**src/rtl/casc_pkg.sv**
```systemverilog
package casc_pkg;
  localparam int unsigned NL = 8;
  localparam int unsigned LW = $clog2(NL);
  localparam int unsigned VW = 8;

  // rank of the best set bit when rotated by off; NL means empty
  function automatic logic [LW:0] rank_of(input logic [NL-1:0] m, input logic [LW-1:0] off);
    logic [LW:0]   r;
    logic [LW-1:0] idx;
    r = (LW+1)'(NL);
    for (int p = NL - 1; p >= 0; p--) begin
      idx = LW'(p) + off;
      if (m[idx]) r = (LW+1)'(p);
    end
    return r;
  endfunction

  function automatic logic [LW-1:0] line_of(input logic [LW:0] r, input logic [LW-1:0] off);
    return r[LW-1:0] + off;
  endfunction

  function automatic logic [VW-1:0] vec_of(input logic [VW-1:0] base, input logic [LW-1:0] ln);
    return {base[VW-1:LW], ln};
  endfunction

  function automatic logic [NL-1:0] onehot(input logic [LW-1:0] ln);
    return NL'(1) << ln;
  endfunction
endpackage

```
**src/rtl/req_capture.sv**
```systemverilog
module req_capture import casc_pkg::*; #(
  parameter int unsigned N = NL
) (
  input  logic         clk,
  input  logic         rst_n,
  input  logic [N-1:0] lines,
  input  logic [N-1:0] lvl,
  input  logic [N-1:0] set_extra,
  input  logic [N-1:0] clr,
  output logic [N-1:0] irr
);
  logic [N-1:0] prev;
  logic [N-1:0] rise;
  logic [N-1:0] edge_next;

  assign rise      = lines & ~prev;
  assign edge_next = (irr & ~clr) | rise | set_extra;

  always_ff @(posedge clk or negedge rst_n) begin
    if (!rst_n) begin
      prev <= '0;
      irr  <= '0;
    end else begin
      prev <= lines;
      irr  <= (lvl & lines) | (~lvl & edge_next);
    end
  end
endmodule

```
**src/rtl/prio_resolver.sv**
```systemverilog
module prio_resolver import casc_pkg::*; (
  input  logic [NL-1:0] irr,
  input  logic [NL-1:0] isr,
  input  logic [LW-1:0] off,
  output logic          hit,
  output logic [LW-1:0] win
);
  logic [LW:0] req_rank;
  logic [LW:0] svc_rank;

  assign req_rank = rank_of(irr, off);
  assign svc_rank = rank_of(isr, off);
  assign hit      = req_rank < svc_rank;
  assign win      = line_of(req_rank, off);
endmodule

```
**src/rtl/svc_state.sv**
```systemverilog
module svc_state import casc_pkg::*; (
  input  logic          clk,
  input  logic          rst_n,
  input  logic          take,
  input  logic [LW-1:0] take_line,
  input  logic          aeoi,
  input  logic          rot,
  output logic [NL-1:0] isr,
  output logic [LW-1:0] off
);
  always_ff @(posedge clk or negedge rst_n) begin
    if (!rst_n) begin
      isr <= '0;
      off <= '0;
    end else if (take) begin
      if (aeoi) begin
        if (rot) off <= take_line + LW'(1);
      end else begin
        isr <= isr | onehot(take_line);
      end
    end
  end
endmodule

```
**src/rtl/cascade_ack_unit.sv**
```systemverilog
module cascade_ack_unit import casc_pkg::*; #(
  parameter int unsigned CASC_LINE = 2
) (
  input  logic          clk,
  input  logic          rst_n,
  input  logic [2*NL-1:0] irq_lines,
  input  logic [2*NL-1:0] level_mode,
  input  logic [VW-1:0] mst_base,
  input  logic [VW-1:0] slv_base,
  input  logic          auto_eoi,
  input  logic          rotate_aeoi,
  input  logic          ack_stb,
  output logic          int_out,
  output logic          ack_valid,
  output logic [VW-1:0] ack_vec,
  output logic [LW:0]   ack_line
);
  localparam logic [LW-1:0] CASC = LW'(CASC_LINE);
  localparam logic [LW-1:0] SPUR = LW'(NL - 1);

  // named internal events
  logic [NL-1:0] mst_irr, slv_irr, mst_isr, slv_isr;
  logic [LW-1:0] mst_off, slv_off, mst_win, slv_win;
  logic          mst_hit, slv_hit;
  logic          casc_sel, take_mst, take_slv, spur_slv, spur_mst;
  logic [NL-1:0] mst_lvl, mst_clr, slv_clr, mst_set;

  assign casc_sel = mst_win == CASC;
  assign take_mst = ack_stb && mst_hit;
  assign take_slv = take_mst && casc_sel && slv_hit;
  assign spur_slv = take_mst && casc_sel && !slv_hit;
  assign spur_mst = ack_stb && !mst_hit;

  assign mst_lvl = level_mode[NL-1:0] & ~onehot(CASC);
  assign mst_clr = take_mst ? (onehot(mst_win) & ~mst_lvl) : '0;
  assign slv_clr = take_slv ? (onehot(slv_win) & ~level_mode[2*NL-1:NL]) : '0;
  assign mst_set = (slv_hit && !(take_mst && casc_sel)) ? onehot(CASC) : '0;

  req_capture u_mreq (
    .clk(clk), .rst_n(rst_n), .lines(irq_lines[NL-1:0]), .lvl(mst_lvl),
    .set_extra(mst_set), .clr(mst_clr), .irr(mst_irr)
  );
  req_capture u_sreq (
    .clk(clk), .rst_n(rst_n), .lines(irq_lines[2*NL-1:NL]),
    .lvl(level_mode[2*NL-1:NL]), .set_extra('0), .clr(slv_clr), .irr(slv_irr)
  );

  prio_resolver u_mres (.irr(mst_irr), .isr(mst_isr), .off(mst_off), .hit(mst_hit), .win(mst_win));
  prio_resolver u_sres (.irr(slv_irr), .isr(slv_isr), .off(slv_off), .hit(slv_hit), .win(slv_win));

  svc_state u_msvc (
    .clk(clk), .rst_n(rst_n), .take(take_mst), .take_line(mst_win),
    .aeoi(auto_eoi), .rot(rotate_aeoi), .isr(mst_isr), .off(mst_off)
  );
  svc_state u_ssvc (
    .clk(clk), .rst_n(rst_n), .take(take_slv), .take_line(slv_win),
    .aeoi(auto_eoi), .rot(rotate_aeoi), .isr(slv_isr), .off(slv_off)
  );

  assign int_out = mst_hit;

  always_ff @(posedge clk or negedge rst_n) begin
    if (!rst_n) begin
      ack_valid <= 1'b0;
      ack_vec   <= '0;
      ack_line  <= '0;
    end else begin
      ack_valid <= ack_stb;
      if (ack_stb) begin
        if (spur_mst) begin
          ack_vec  <= vec_of(mst_base, SPUR);
          ack_line <= {1'b0, SPUR};
        end else if (take_slv) begin
          ack_vec  <= vec_of(slv_base, slv_win);
          ack_line <= {1'b1, slv_win};
        end else if (spur_slv) begin
          ack_vec  <= vec_of(slv_base, SPUR);
          ack_line <= {1'b1, SPUR};
        end else begin
          ack_vec  <= vec_of(mst_base, mst_win);
          ack_line <= {1'b0, mst_win};
        end
      end
    end
  end
endmodule

```
**config.mk**
```make
export PLATFORM = sky130hd
export DESIGN_NAME = cascade_ack_unit
export DESIGN_NICKNAME = d
export VERILOG_FILES = /design/src/rtl/casc_pkg.sv /design/src/rtl/req_capture.sv /design/src/rtl/prio_resolver.sv /design/src/rtl/svc_state.sv /design/src/rtl/cascade_ack_unit.sv
export SDC_FILE = /design/constraint.sdc
export NUM_CORES = 1
export LEC_CHECK = 0
export ABC_AREA = 1
export BUFFER_PORTS_ARGS = -buffer_cell sky130_fd_sc_hd__buf_4
export CORE_MARGIN = 2
export CORE_UTILIZATION = 64
export DETAILED_ROUTE_END_ITERATION = 7
export PLACE_DENSITY = 0.95
export SLEW_MARGIN = 20
export SYNTH_ARGS = -nofsm -noshare
export SYNTH_HDL_FRONTEND = slang
export SYNTH_HIERARCHICAL = 1
export SYNTH_SLANG_ARGS = --single-unit
```
**constraint.sdc**
```tcl
create_clock -name clk -period 6.7 [get_ports clk]
set_input_delay 0 -clock clk [delete_from_list [all_inputs] [get_ports clk]]
set_output_delay 0 -clock clk [all_outputs]
set_load 0.05 [all_outputs]
```
# After elaboration in Yosys (flattened, before gate mapping)
# Cells that the tools add are included.
# op_classes
addsub	18
magnitude_cmp	18
n_eq_ne	1
n_shift	2
mux	105
bitwise_logic	24
n_reduce_logical	13
# op_table
op	n
4-bit 2-to-1 mux	35
1-bit binary-select mux with 3-bit select	32
8-bit bitwise AND	10
3-bit by 4-bit < comparator with 1-bit output, second input constant	16
8-bit NOT	6
8-bit OR	6
8-bit 2-to-1 mux	5
1-bit 2-to-1 mux	32
3-bit adder, first input constant	8
1-bit by 3-bit << shifter with 8-bit output, first input constant	2
2-bit by 3-bit adder with 3-bit output, first input constant	4
4-bit < comparator	2
8-bit by 3-bit OR with 8-bit output	1
1-bit by 3-bit adder with 3-bit output, first input constant	2
3-bit by 1-bit adder with 3-bit output, second input constant	2
3-bit adder	2
1-bit logical AND	6
3-bit AND reduction	2
2-bit AND reduction	2
3-bit by 2-bit == test with 1-bit output, second input constant	1
1-bit logical NOT	3
3-bit 2-to-1 mux	1
1-bit NOT	1
# word_totals
register_bits	67
input_bits	53
out_inout_bits	14
word_cells	192

# Logic depth before layout (Yosys ltp)
# Gate-level depths: netlist (run 1).
# logic_depth
word_depth	21
ltp_mapped	32
depth_no_buf	30

# Modules after synthesis
# The synthesis (run 1) kept the hierarchy.
# modules_own_cells
module	n_inst	cells_per_inst	area_each_um2	seq_area_each_um2
prio_resolver	2	193	993.5	0.0
req_capture	2	88	670.6	400.4
svc_state	2	62	541.8	275.3
cascade_ack_unit	1	94	735.7	250.2

# Worst setup path after synthesis (run 1)
# OpenSTA, ideal clock, no wires.
# synth_timing
path_type	reg2reg
startpoint	register u_msvc.off[0]
endpoint	register u_mreq.irr[6]
setup_ns	0.116
arrival_time_ns	3.905
required_time_ns	6.584
slack_ns	2.679
path_stages_with_launch	29
n_path_buf	3
period_less_slack_ns	4.021
cell_sequence	dfrtp_1 -> buf_6 -> inv_6 -> buf_12 -> ha_1 -> buf_2 -> inv_1 -> nand3_1 -> nand3_1 -> nand2_1 -> nand2_1 -> nand2_1 -> nand2_1 -> nand2_1 -> nand2_1 -> nand2_1 -> nand2_1 -> inv_1 -> ha_1 -> fa_1 -> xnor2_1 -> xor2_1 -> nand2_1 -> nor4_1 -> inv_1 -> nand2_1 -> nand2_1 -> nand2_1 -> nand2_1
# synth_between
elab_chain_len	21
word_cells_on_any_way	67
classes_between	add/sub: 8; order compare: 1; shift: 1; mux: 49; bitwise: 7; reduce/logical: 1
# synth_lines
element	line_no	source
from (decl)	svc_state.sv:9	output logic [LW-1:0] off
from (signal assigned)	svc_state.sv:17	if (rot) off <= take_line + LW'(1);
3-bit adder	casc_pkg.sv:12	idx = LW'(p) + off;
1-bit binary-select mux with 3-bit select	casc_pkg.sv:13	if (m[idx]) r = (LW+1)'(p);
1-bit 2-to-1 mux (implied by the code)	casc_pkg.sv:13	
4-bit 2-to-1 mux (8 in series)	casc_pkg.sv:13	
3-bit adder *	casc_pkg.sv:19	return r[LW-1:0] + off;
named net mst_win[2]	cascade_ack_unit.sv:23	logic [LW-1:0] mst_off, slv_off, mst_win, slv_win;
1-bit by 3-bit << shifter with 8-bit output *	casc_pkg.sv:27	return NL'(1) << ln;
8-bit bitwise AND *	cascade_ack_unit.sv:35	assign mst_clr = take_mst ? (onehot(mst_win) & ~mst_lvl) : '0;
8-bit 2-to-1 mux *	cascade_ack_unit.sv:35	
named net mst_clr[6]	cascade_ack_unit.sv:26	logic [NL-1:0] mst_lvl, mst_clr, slv_clr, mst_set;
8-bit NOT *	req_capture.sv:17	assign edge_next = (irr & ~clr) | rise | set_extra;
8-bit bitwise AND *	req_capture.sv:17	
8-bit OR *	req_capture.sv:17	
8-bit by 3-bit OR with 8-bit output *	req_capture.sv:17	
8-bit bitwise AND *	req_capture.sv:25	irr <= (lvl & lines) | (~lvl & edge_next);
8-bit OR *	req_capture.sv:25	
to (signal assigned)	req_capture.sv:25	
to (decl)	req_capture.sv:10	output logic [N-1:0] irr
# Mark *: on every way through the listed nets, which the timed path passes. The rest lies on a longest branch. The select of a mux whose other input is x is not followed.
# A chain may end at the register's enable or synchronous reset.

# Worst setup path in the final report (run 1)
# layout_timing
startpoint	register u_msvc.off[0]
endpoint	register u_msvc.off[2]
# layout_between
word_cells_on_any_way	60
classes_between	add/sub: 9; order compare: 1; mux: 48; reduce/logical: 2
# layout_lines
element	line_no
3-bit adder	casc_pkg.sv:12
1-bit binary-select mux with 3-bit select	casc_pkg.sv:13
1-bit 2-to-1 mux (implied by the code)	casc_pkg.sv:13
4-bit 2-to-1 mux (8 in series)	casc_pkg.sv:13
3-bit adder *	casc_pkg.sv:19
named net mst_win[2]	cascade_ack_unit.sv:23
3-bit by 1-bit adder with 3-bit output *	svc_state.sv:17
# Marked as above.

==> metrics.md, run 1 <==
| Metric | Value |
|---|---|
| Commonest non-fill, non-tap cell in the layout | `nand2_1` |
| GPL Wtd Cong | `0.9456` |
| Via density | `6.270` |
| Hpwl dp | `9295 um` |
| Clock Latency Late Sink | `0.36 ns` |
| Core ar. | `7767 um2` |
| Ys flop type | `dfrtp_1` |
| Final setup fails | `0` |
| CTS tree | `done` |
| EDFF count, synth | `0` |
| Inst Count DP | `940` |
| Vias in the first global route | `about 6000` |
| VDD IR max | `0.0003665 V` |
| Worst hold path type | `in -> async` |
| Routed WL per cell | `18.57 um` |
| Port buffer count | `slightly below 60` |
| Post-synth top area share | `31.11%` |
| First-pass GRT wire length | `30110 um` |
| Worst path arrival time | `6.16 ns` |
| Crit share post-route | `87.55%` |
| Total negative slack | `0 ns` |
| # IOs | `67` |
| Worst-Margin Slew | `1.209 ns` |
| MaxCap Viol Count | `0` |
| Pre-CTS setup slack | `1.784 ns` |
| Area of the multi-input gates | `2970 um2` |
| Power per cell area | `512.3 nW/um2` |
| Area of the die | `8776 um2` |
| CTS H-Tree Depth | `3` |
| R2R Path Start | `u_msvc/off[0]` |
| Initial antenna violation count | `0` |
| Setup ws final | `around 0.83 ns` |
| Dominant cell type by area after synthesis | `dfrtp_1` |
| Layout cells sized above 1 | `13.33%` |
| Worst setup path class | `reg -> reg` |
| Avg Inst Size Synth | `6.599 um2` |
| Nets | `974` |
| Total GRT Usage | `44.26%` |
| Max-slew violations | `0` |
| Final min period | `5.866 ns` |
| Post-route ant nets | `0` |
| Initial Util | `66.27%` |
| CTS Buf Count | `9` |
| Outcome | `finished with violations` |
| Worst setup EP type | `register` |
| Final Hold Viols | `0` |
| Leakage | `between 3 and 4 nW` |
| Register Area | `roughly 1600 um2` |
| Logic pwr share | `~72%` |
| Die Width | `93.68 um` |
| GRT Residual Overflow | `0` |
| DR pass1 iterations | `8` |
| Clock Skew | `0.009593 ns` |
| CP startpoint | `u_msvc/off[0]` |
| Sequential share of the synthesized area | `31.11%` |
| Seq pwr share | `17.1%` |
| CTS Buffer Depth | `2` |
| DRC viols | `3` |
| Number of diodes | `0` |
| Fill cells | `425` |
| Max_slew headroom | `19.15%` |
| Hold slack | `0.2955 ns` |
| Int Pwr | `approximately 0.0013 W` |
| RSZ-0062 raised after global routing | `false` |
| Sw Share | `59.90%` |
| Commonest non-fill, non-tap cells in the layout | `nand2_1, inv_1, nand3_1` |
| Cell Rows | `32` |
| Synth-to-Final Area Change | `21.39%` |
| Die boundary height | `93.68 um` |
| Switching power | `between 0.0015 and 0.002 W` |
| Synth warn | `6` |
| Mapped Area | `just over 5000 um2` |
| F_max | `170.5 MHz` |
| Clk sinks | `64` |
| Clock Pin Slew Worst Setup and Hold Paths | `roughly 0.070 ns` |
| Non-Filler Instances | `~1000` |
| Fraction of registers with async set/reset | `100.0%` |
| CTS resizes | `0` |
| CP Launch Type | `register` |
| Iteration-0 DRC Markers | `1062` |
| Routed vias | `~6300` |
| Unique masters post-synth | `36` |
| Area contributors post-synth | `dfrtp_1, nand2_1, inv_1` |
| CTS root buffer | `clkbuf_8` |
| Pin count of the biggest net entering global routing | `65` |
| Synth Register Bits | `64` |
| Post-CTS setup buffers | `0` |
| Routed wire length | `around 19000 um` |
| Failing checks | `DRC` |
| Max FO, Critical Path | `20` |
| Clock network power share | `10.6%` |
| Critical Path RT | `7.00 ns` |
| Cells after Synth | `780` |
-- synthesized netlist by cell type (2+ instances only) --
cell type,n
a31oi_1,10
xnor2_1,4
nor3_1,10
fa_1,2
buf_12,2
nand2_1,326
buf_6,7
nand3_1,80
nor2_2,2
dfrtp_1,64
a21oi_1,19
inv_1,109
a21o_1,2
nor2_1,33
o21ai_0,9
ha_1,24
o21bai_1,6
and2_1,2
o21ai_1,4
buf_4,5
xnor2_4,2
nand2_2,12
buf_2,2
nand2_4,5
nor3_2,8
inv_2,9
a21oi_2,2
nand3_2,2
nand4_1,8
inv_6,2
nor2_8,2
xor2_1,2
-- sequential cells by signal (all words and copies together), names as in the netlist --
| signal | flops |
|---|---|
| u_ssvc/isr | 8 |
| ack_vec | 8 |
| ack_valid | 1 |
| u_ssvc/off | 3 |
| u_msvc/off | 3 |
| u_mreq/irr | 8 |
| u_msvc/isr | 8 |
| u_sreq/irr | 8 |
| u_sreq/prev | 8 |
| u_mreq/prev | 8 |
| ack_line | 1 |
-- through the flow --
| stage | cell area, um2 | power [W] | util [%] |
|---|---|---|---|
| 2_1_floorplan | 5204 | 0.002142 | - |
| 3_3_place_gp | 5608 | 0.002434 | 72.20 |
| 3_5_place_dp | 5608 | 0.002520 | 72.20 |
| 4_1_cts | 6248 | 0.002939 | 80.44 |
| 5_1_grt | 6248 | 0.003388 | 80.44 |
| 6_report | 6248 | 0.003201 | 80.44 |
-- what timing repair did --
item / 4_1_cts / 5_1_grt
endpoints found under the hold margin: 109 / 0
setup endpoints to repair: 0 / 0
hold buffers: 46 / 0
-- worst paths after layout --
kind                             endpoint  cells after the start  slack, ns
setup reg to reg            u_msvc/off[2]                     24       0.83
hold / removal                  ack_valid                      2       0.30
min in group clk           u_mreq/prev[0]                      2       0.30
max in group asynchronous      ack_vec[7]                      2       5.85
hold reg to reg             u_msvc/isr[2]                      2       0.51
setup / recovery            u_msvc/off[2]                     24       0.83
-- cell type report --
type	instances	area share [%]
clock inverters	4	0.7209
repair buffers	105	14.46
well taps	102	2.042
multi-input cells	594	47.54
clock buffers	12	2.163
flip-flops and latches	64	25.63
inverters	121	7.449
-- cells by family after synthesis --
logic type,count (synthesis),synth area share [%]
DFF,64,31.11
AOI/OAI and AO/OA,52,5.834
and+or+nand+nor,492,42.00
adders and majority gates,26,6.612
buffers and inverters,137,12.28
xor gates and xnor gates,8,2.090
other,1,0.07285
-- worst max-delay path, stage by stage, from the launching register on --
cell	delay, ns
dfrtp_1	0.84
inv_6	0.18
ha_1	0.49
inv_1	0.28
nand3_1	0.15
nand3_1	0.10
nand2_1	0.08
nand2_1	0.08
nand2_1	0.05
nand2_1	0.05
nand2_1	0.05
nand2_1	0.06
nand2_1	0.05
nand2_1	0.11
inv_1	0.07
ha_1	0.21
fa_1	0.43
xnor2_1	0.25
xor2_1	0.91
inv_1	0.16
ha_1	0.37
inv_1	0.07
nand4_1	0.12
dlygate4sd3_1	0.60
nand2_1	0.06
-- power by group through the flow --
stage	clock, W	combinational (W)	sequential, W
floorplan	0	0.00161	0.000532
global placement	0	0.00190	0.000535
detailed placement	0	0.00198	0.000539
CTS	0.000322	0.00208	0.000534
global route	0.000349	0.00249	0.000552
finish	0.000338	0.00232	0.000547
-- per-layer routing --
| layer | wire length [um] | GRT usage, % | part of all wire (%) |
|---|---|---|---|
| met2 | 8224 | 70.06 | 44 |
| met3 | 2479 | 14.04 | 13 |
| met5 | 0 | 0 | 0 |
| met4 | 1507 | 26.81 | 8.1 |
| met1 | 6393 | 52.49 | 34 |
Note: power is estimated with default switching activity, not from simulation.
==> run 2: changes to the inputs <==
--- a/config.mk
+++ b/config.mk
@@ -8,9 +8,10 @@
 export ABC_AREA = 1
 export BUFFER_PORTS_ARGS = -buffer_cell sky130_fd_sc_hd__buf_4
 export CORE_MARGIN = 2
-export CORE_UTILIZATION = 64
+export CORE_UTILIZATION = 53
 export DETAILED_ROUTE_END_ITERATION = 7
-export PLACE_DENSITY = 0.95
+export PLACE_DENSITY = 0.85
+export SETUP_SLACK_MARGIN = 0.2
 export SLEW_MARGIN = 20
 export SYNTH_ARGS = -nofsm -noshare
 export SYNTH_HDL_FRONTEND = slang
==> constraint.sdc (replaced) <==
create_clock -name clk -period 4.7 [get_ports clk]
set_input_delay 0 -clock clk [delete_from_list [all_inputs] [get_ports clk]]
set_output_delay 0 -clock clk [all_outputs]
set_load 0.05 [all_outputs]
==> run 2 against run 1 <==
Effect of this change: the run now ends clean; utilization decreased by 12 points; non-clock buffer count increased by 7; worst hold slack got worse by 0.28 ns; global-route usage decreased by 17 points; clock power increased by 46%; sequential power increased by 28%; sequential cell count unchanged; cell count increased by 3.3%; setup slack got worse by 0.33 ns; first-iteration DRC count decreased by 63%; largest cell class unchanged; highest routed layer unchanged.
==> metrics.md, run 2 (synthesized netlist as in run 1, its figures left out) <==
| Metric | Value |
|---|---|
| F_max | `238.3 MHz (+40%)` |
| Final Hold Viols | `0 (unchanged)` |
| Worst path arrival time | `4.47 ns (-1.69 ns)` |
| Met2 GRT Util | `44.90% (-25 points)` |
| RSZ-0062 raised after global routing | `true` |
| Clock Latency Late Sink | `0.34 ns (-0.02 ns)` |
| M3 GR Usage | `2.983% (-11 points)` |
| Vias in the first global route | `4803 (-21%)` |
| Max_slew headroom | `45.80% (+27 points)` |
| Power per cell area | `673.8 nW/um2 (+32%)` |
| Busiest grt layer | `met2` |
| Layout cells sized above 1 | `14.90% (+1.6 points)` |
| GPL Wtd Cong | `0.8720 (-7.8%)` |
| Pin count of the biggest net entering global routing | `65 (unchanged)` |
| Total GRT Usage | `27.07% (-17 points)` |
| VDD IR max | `0.0005388 V (+47%)` |
| Clk sinks | `64 (unchanged)` |
| Fill cells | `692 (+63%)` |
| MaxCap Viol Count | `0 (unchanged)` |
| Iteration-0 DRC Markers | `393 (-63%)` |
| Hold slack | `0.01683 ns (-0.2786 ns)` |
| GRT Residual Overflow | `0 (unchanged)` |
| Final setup fails | `0 (unchanged)` |
| Pre-CTS setup slack | `0.5797 ns (-1.205 ns)` |
| Leakage | `3.449 nW (+1.6%)` |
| DRC viols | `0 (-3)` |
| Commonest non-fill, non-tap cells in the layout | `nand2_1, inv_1, nand3_1` |
| Crit share post-route | `89.27% (+1.7 points)` |
| Worst hold path type | `in -> reg` |
| Routed vias | `5205 (-17%)` |
| Worst-Margin Slew | `0.8129 ns (-0.3957 ns)` |
| Core ar. | `9328 um2 (+20%)` |
| Clock Skew | `0.008899 ns (-0.0006942 ns)` |
| Via density | `5.029 (-20%)` |
| Total negative slack | `0 ns (unchanged)` |
| CP Launch Type | `register` |
| Initial antenna violation count | `0 (unchanged)` |
| Max FO, Critical Path | `17 (-15%)` |
| Die boundary height | `102.6 um (+9.5%)` |
| Post-route ant nets | `0 (unchanged)` |
| Max-slew violations | `0 (unchanged)` |
| Port buffer count | `59 (unchanged)` |
| Worst setup EP type | `register` |
| Nets | `981 (+0.72%)` |
| Setup ws final | `0.5041 ns (-0.3301 ns)` |
| Synth-to-Final Area Change | `23.85%` |
| Hold path start | `auto_eoi` |
| Area of the die | `10520 um2 (+20%)` |
| Number of diodes | `0 (unchanged)` |
| CTS H-Tree Depth | `3 (unchanged)` |
| Clock Pin Slew Worst Setup and Hold Paths | `0.07 ns (about the same)` |
| Outcome | `finished clean` |
| Critical Path RT | `4.97 ns (-2.03 ns)` |
| Commonest non-fill, non-tap cell in the layout | `nand2_1` |
| GR Util met1 | `36.95% (-16 points)` |
| Die Width | `102.6 um (+9.5%)` |
| CP startpoint | `u_msvc/off[0]` |
| CTS Buffer Depth | `2 (unchanged)` |
| Worst setup path class | `reg -> reg` |
| Core Util, Final | `68.34% (-12 points)` |
| R2R Path Start | `u_msvc/off[0]` |
| Reg2Reg Setup Slack | `0.50 ns (-0.33 ns)` |
| # IOs | `67 (unchanged)` |
| DR pass1 iterations | `5 (-3)` |
| CTS Buf Count | `9 (unchanged)` |
| Final min period | `4.196 ns (-1.670 ns)` |
| Routed WL per cell | `12.90 um (-31%)` |
| CTS tree | `done` |
| Routed wire length | `13350 um (-28%)` |
| Hpwl dp | `8664 um (-6.8%)` |
| Cell Rows | `35 (+9.4%)` |
| Initial Util | `55.18% (-11 points)` |
| First-pass GRT wire length | `22250 um (-26%)` |
| CTS root buffer | `clkbuf_8` |
## run 2: cell types whose count changed in the layout (fill, tap and decap cells not counted)
cell / change
inv_1: -2
clkbuf_8: +3
inv_2: +2
clkinv_2: -1
dlygate4sd3_1: -1
buf_4: +8
clkbuf_1: -3
xor2_1: -2
ha_1: -1
ha_2: +1
xor2_2: +2
## run 2: path summary, 6_finish.rpt
path,end,cells past startpoint
setup / recovery,ack_vec[4],23
min in group asynchronous,u_sreq/prev[4],2
hold reg to reg,u_sreq/irr[1],3
hold / removal,u_ssvc/off[1],3
max in group asynchronous,u_mreq/prev[2],2
setup reg to reg,ack_vec[4],23
## run 2: area by class of cell
| class | count | area [um2] | area share, % |
|---|---|---|---|
| multi-input cells | 594 | 2988 | 46.87 |
| flip-flops and latches | 64 | 1602 | 25.12 |
| repair buffers | 112 | 953.4 | 14.96 |
| inverters | 121 | 465.4 | 7.301 |
| clock buffers | 12 | 165.2 | 2.591 |
| well taps | 129 | 161.4 | 2.532 |
| clock inverters | 3 | 40.04 | 0.6281 |
## run 2: report_power, final
part / switching [W] / leakage (nW) / internal [W]
logic: 0.00210 / 2.62 / 0.00100
clock network: 0.000210 / 0.108 / 0.000284
registers: 0.0000766 / 0.723 / 0.000623
total: 0.00238 / 3.45 / 0.00191
## run 2: critical path, stage by stage (launching register included)
cell	delay [ns]
dfrtp_1	0.43
inv_6	0.16
ha_2	0.35
inv_2	0.14
nand3_1	0.12
nand3_1	0.09
nand2_1	0.08
nand2_1	0.07
nand2_1	0.04
nand2_1	0.05
nand2_1	0.05
nand2_1	0.05
nand2_1	0.05
nand2_1	0.10
inv_1	0.05
ha_1	0.19
fa_1	0.68
inv_1	0.18
nor2_4	0.18
nand2_4	0.14
clkinv_2	0.13
nand2_1	0.07
a21oi_1	0.17
dlygate4sd3_1	0.56
## run 2: stage by stage
stage | instance area [um2] | total power (W) | std cells
6_report | 6375 | 0.004296 | 1035
2_1_floorplan | 5204 | 0.003054 | 795
5_1_grt | 6375 | 0.004725 | 1035
3_5_place_dp | 5687 | 0.003616 | 973
4_1_cts | 6342 | 0.004160 | 1033
3_3_place_gp | 5687 | 0.003553 | 973
## run 2: repair_timing
item                                    4_1_cts  5_1_grt
hold buffers                                 45        0
buffers inserted                              0        2
endpoints found under the hold margin       108        0
endpoints found under the setup margin        0       10
resized for setup                             0        5
## run 2: routing by layer
layer | part of all wire, % | up-vias
met5 | 0 | -
met4 | 2.0 | 0
met3 | 5.3 | 25
met2 | 48 | 187
met1 | 45 | 2340
li1 | - | 2653
